<file path="src/rtl/hzd_pkg.sv">
package hzd_pkg;
    typedef enum logic [1:0] {
        BYP_RF  = 2'b00,
        BYP_WB  = 2'b01,
        BYP_MEM = 2'b10
    } byp_e;

    typedef struct packed {
        logic pc_we;
        logic ifid_we;
        logic bubble;
    } stall_t;
endpackage

</file>
<file path="src/rtl/byp_sel.sv">
module byp_sel
    import hzd_pkg::*;
#(
    parameter int RW = 5
) (
    input  logic [RW-1:0] src,
    input  logic [RW-1:0] mem_rd,
    input  logic          mem_we,
    input  logic [RW-1:0] wb_rd,
    input  logic          wb_we,
    output byp_e          sel
);
    logic mem_hit_d;
    logic wb_hit_d;

    always_comb begin
        mem_hit_d = mem_we && (mem_rd != '0) && (mem_rd == src);
        wb_hit_d  = wb_we  && (wb_rd  != '0) && (wb_rd  == src);
        if (mem_hit_d)      sel = BYP_MEM;
        else if (wb_hit_d)  sel = BYP_WB;
        else                sel = BYP_RF;
    end

    always_comb begin
        a_r4_zero_src_no_bypass: assert (src != '0 || sel == BYP_RF)
            else $error("r4 select from x0");
        a_r5_idle_no_bypass: assert (mem_we || wb_we || sel == BYP_RF)
            else $error("r5 select without write enable");
        a_r3_legal_code: assert (sel != 2'b11)
            else $error("r3 illegal select");
    end
endmodule

</file>
<file path="src/rtl/load_use_det.sv">
module load_use_det #(
    parameter int RW   = 5,
    parameter int NSRC = 2
) (
    input  logic                     ex_load,
    input  logic [RW-1:0]            ex_rd,
    input  logic [NSRC-1:0][RW-1:0]  id_src,
    output logic                     hit
);
    logic [NSRC-1:0] match_d;

    for (genvar i = 0; i < NSRC; i++) begin : g_cmp
        assign match_d[i] = (id_src[i] == ex_rd);
    end

    always_comb begin
        hit = ex_load && (ex_rd != '0) && (|match_d);
    end

    always_comb begin
        a_r10_nonload_no_stall: assert (ex_load || !hit)
            else $error("r10 stall without load");
        a_r10_zero_dest_no_stall: assert (ex_rd != '0 || !hit)
            else $error("r10 stall on x0");
    end
endmodule

</file>
<file path="src/rtl/ctrl_gate.sv">
module ctrl_gate #(
    parameter int CW = 8
) (
    input  logic          bubble,
    input  logic [CW-1:0] ctrl_in,
    output logic [CW-1:0] ctrl_out
);
    for (genvar i = 0; i < CW; i++) begin : g_bit
        assign ctrl_out[i] = ctrl_in[i] & ~bubble;
    end

    always_comb begin
        a_r8_bubble_clears: assert (!bubble || ctrl_out == '0)
            else $error("r8 bubble left control bits");
        a_r9_pass_through: assert (bubble || ctrl_out == ctrl_in)
            else $error("r9 control altered");
    end
endmodule

</file>
<file path="src/rtl/hazard_unit.sv">
module hazard_unit
    import hzd_pkg::*;
#(
    parameter int RW = 5,
    parameter int CW = 8
) (
    input  logic [RW-1:0] ex_rs1,
    input  logic [RW-1:0] ex_rs2,
    input  logic [RW-1:0] mem_rd,
    input  logic          mem_we,
    input  logic [RW-1:0] wb_rd,
    input  logic          wb_we,
    input  logic          ex_load,
    input  logic [RW-1:0] ex_rd,
    input  logic [RW-1:0] id_rs1,
    input  logic [RW-1:0] id_rs2,
    input  logic [CW-1:0] ctrl_in,
    output logic [1:0]    fwd_a,
    output logic [1:0]    fwd_b,
    output logic          pc_we,
    output logic          ifid_we,
    output logic          bubble,
    output logic [CW-1:0] ctrl_out
);
    localparam int NSRC = 2;

    logic [NSRC-1:0][RW-1:0] ex_src;
    logic [NSRC-1:0][RW-1:0] id_src;
    byp_e [NSRC-1:0]         sel_d;
    logic                    lu_hit;
    stall_t                  stall_d;

    assign ex_src = {ex_rs2, ex_rs1};
    assign id_src = {id_rs2, id_rs1};

    for (genvar s = 0; s < NSRC; s++) begin : g_byp
        byp_sel #(.RW(RW)) u_sel (
            .src    (ex_src[s]),
            .mem_rd (mem_rd),
            .mem_we (mem_we),
            .wb_rd  (wb_rd),
            .wb_we  (wb_we),
            .sel    (sel_d[s])
        );
    end

    load_use_det #(.RW(RW), .NSRC(NSRC)) u_lu (
        .ex_load (ex_load),
        .ex_rd   (ex_rd),
        .id_src  (id_src),
        .hit     (lu_hit)
    );

    always_comb begin
        stall_d.pc_we   = !lu_hit;
        stall_d.ifid_we = !lu_hit;
        stall_d.bubble  = lu_hit;
    end

    ctrl_gate #(.CW(CW)) u_gate (
        .bubble   (stall_d.bubble),
        .ctrl_in  (ctrl_in),
        .ctrl_out (ctrl_out)
    );

    assign fwd_a   = sel_d[0];
    assign fwd_b   = sel_d[1];
    assign pc_we   = stall_d.pc_we;
    assign ifid_we = stall_d.ifid_we;
    assign bubble  = stall_d.bubble;

    always_comb begin
        a_r7_freeze_together: assert (pc_we == ifid_we)
            else $error("r7 freeze enables disagree");
        a_r6_bubble_with_freeze: assert (bubble == !pc_we)
            else $error("r6 bubble without freeze");
    end
endmodule

</file>
<file path="config.mk">
export PLATFORM = sky130hd
export DESIGN_NAME = hazard_unit
export DESIGN_NICKNAME = d
export VERILOG_FILES = /design/src/rtl/hzd_pkg.sv /design/src/rtl/byp_sel.sv /design/src/rtl/load_use_det.sv /design/src/rtl/ctrl_gate.sv /design/src/rtl/hazard_unit.sv
export SDC_FILE = /design/constraint.sdc
export NUM_CORES = 1
export LEC_CHECK = 0
export BUFFER_PORTS_ARGS = -buffer_cell sky130_fd_sc_hd__clkbuf_2
export CAP_MARGIN = 25
export CORE_MARGIN = 5
export CORE_UTILIZATION = 31
export DETAILED_ROUTE_END_ITERATION = 10
export GPL_TIMING_DRIVEN = 0
export PLACE_DENSITY = 0.78
export SLEW_MARGIN = 20
export SYNTH_ARGS = -nofsm -noshare
export SYNTH_HDL_FRONTEND = slang
export SYNTH_SLANG_ARGS = --single-unit
</file>
<file path="constraint.sdc">
create_clock -name vclk -period 2.2
set_input_delay 0.33 -clock vclk [all_inputs]
set_output_delay 0.33 -clock vclk [all_outputs]
set_load 0.02 [all_outputs]
</file>
==> qor.csv <==
stage,metric,value,unit
run_status,status,completed,
sta,rsz0062_at_grt,false,
route,post_drt_via_cell_ratio,4.619,
power,switching_share,50.69,%
sta,final_hold_viol_count,0,
critical_path,slowest_stage,or4_1,
flow_run,cap_viol_max_count,0,
cts,holdBufCountCts,0,
floorplan,fp.coreArea,1489,um2
yosys,netlist.area_leader.share,28.87,%
power,net-switching-power,0.08157,mW
grt,overflow,0,
min_path,min_from,ctrl_in[1],
critical_path,worst-path-buf-inv,2,
grt,antenna_found_initial,0,
critical_path,startpoint_type,primary input,
critical_path,crit_path_max_fanout,3,
final_layout,fin_nets,171,
yosys,synth_area,485.5,um2
critical_path,cp.arrival,1.70,ns
route,drtPass1Iterations,1,
critical_path,cp_common_cell,clkbuf_2,
final_layout,synthToLayoutAreaGrowth,67.01,%
critical_path,cp.depth,6,
floorplan,die_h,49.57,um
final_layout,instances_no_fill,139,
critical_path,cp.required,1.87,ns
placement,placedCellCount,139,
critical_path,critPathKind,in -> out,
final_layout,clkbuf_count,0,
yosys,avgSynthCellArea,7.830,um2
route,wl_per_cell,12.37,um
power,p_int,0.07934,mW
final_layout,drive_gt1_share,54.47,%
final_layout,mostFrequentLayoutCells,"clkbuf_2, xnor2_1, xor2_1",
final_layout,regArea,0,um2
critical_path,endpoint_kind,output port,
yosys,ys_seq_area_share,0,%
yosys,synth.area.top_cells,"xnor2_1, xor2_1, a21boi_0",
sta,finalSetupViolCount,0,
floorplan,row_count,14,
route,postRouteAntennaNets,0,
min_path,hold_end,ctrl_out[1],
route,wl,1719,um
route,drcViolationCount,0,
yosys,syn_nets,108,
power,power_density,198.5,nW/um2
route,via_count,642,
sta,slew_headroom,57.82,%
cts,cts_resized,0,
final_layout,layout_commonest_cell,clkbuf_2,
final_layout,diodes,0,
placement,io_buffers,61,
grt,grt_pass1_wl,2967,um
yosys,netlist_instances,62,
placement,hpwl,1661,um
floorplan,io_pins,61,
grt,grt_pass1_vias,701,
min_path,min_path_cells,3,
grt,grt_max_degree,11,
power,total_leakage_power,0.4104,nW
sta,layout_min_cycle_time,2.027,ns
yosys,yosys.area.top_type,xnor2_1,
sta,max_freq,493.3,MHz
power,combPwrFrac,100.0,%
cts,cts_setup_buffers,0,
final_layout,nFlopsAndLatches,0,
route,drt-initial-drc-count,0,
sta,tns,0,ns
sta,worst_pin_slew,0.6328,ns
min_path,min_path_type,in -> out,
power,p_seq_share,0,%
critical_path,critPathTopFamily,simple AND/OR/NAND/NOR gates,
critical_path,crit_path_max_incr_delay,0.53,ns
floorplan,initial_core_util,32.61,%
grt,grt_use_total,14.02,%
yosys,synth_cell_types,15,
floorplan,die-area,2457,um2
yosys,ys_warn_count,0,
power,p_clk_share,0,%
placement,gp_congestion,0.8008,
sta,fin_crit_sh,92.14,%
critical_path,cp_cell_sequence,clkbuf_2 -> or4_1 -> o21ai_2 -> nor4_1 -> nor4_2 -> clkbuf_2,
power,ir_drop,0.0001143,V
sta,drv_slew,0,
floorplan,chipWidth,49.57,um
-- power by group through the flow --
stage / Combinational [mW] / Clock, mW / Sequential [mW]
2_1_floorplan: 0.0832 / 0 / 0
3_3_place_gp: 0.158 / 0 / 0
3_5_place_dp: 0.163 / 0 / 0
4_1_cts: 0.163 / 0 / 0
5_1_grt: 0.178 / 0 / 0
6_report: 0.161 / 0 / 0
-- tightest hold or removal path: cells and delay by family --
family | cells | cell delay (ns)
compound gates | 1 | 0.11
buf+inv | 2 | 0.22
-- synth_stat cells --
cell	n
nor4_1	2
buf_4	3
nand2_1	3
nand3_1	4
o21a_1	1
xnor2_1	16
a21boi_0	5
o21ai_2	1
nor4_2	2
o22ai_1	1
xor2_1	14
a21boi_1	3
or4_1	5
o21ai_1	1
and2_1	1
-- cells by family after synthesis --
logic type | Yosys count | synth area share [%]
buffers and inverters | 3 | 4.639
AOI/OAI and AO/OA | 12 | 18.04
and+or+nand+nor | 17 | 23.20
xor gates and xnor gates | 30 | 54.12
-- stage by stage --
stage / worst slack [ns] / utilization [%] / cell area (um2) / power [mW] / hold slack, ns
final: 0.1728 / 54.45 / 810.8 / 0.1609 / 0.9912
after global routing: 0.01296 / 54.45 / 810.8 / 0.1780 / 1.012
after CTS: 0.1761 / 54.45 / 810.8 / 0.1632 / 0.9943
after detailed placement: 0.1734 / 54.45 / 810.8 / 0.1627 / 0.9943
after global placement: 0.1844 / 54.45 / 810.8 / 0.1576 / 0.9936
after floorplan: 0.2466 / - / 485.5 / 0.08320 / 0.8292
-- how the worst max path moves through the flow --
stage | from | end | slack [ns]
final | mem_rd[1] | fwd_b[0] | 0.17
after global routing | ex_rd[3] | pc_we | 0.01
after CTS | mem_rd[1] | fwd_b[0] | 0.18
after detailed placement | mem_rd[1] | fwd_b[0] | 0.17
after global placement | mem_rd[1] | fwd_b[0] | 0.18
after floorplan | ex_rd[1] | ctrl_out[1] | 0.25
-- area by class of cell --
type                       instances  area [um2]
buffer                             3       22.52
fill                             152       678.2
timing repair buffer              61       305.3
multi-input combinational         59       462.9
tap                               16       20.02
-- layer usage --
layer	global-route usage (%)	vias up	share of wire (%)
met5	0	-	0
met4	1.310	0	0.93
met3	0.6024	2	3.9
met2	28.39	16	59
met1	16.13	280	36
li1	-	344	-
Note: power is estimated with default switching activity, not from simulation.
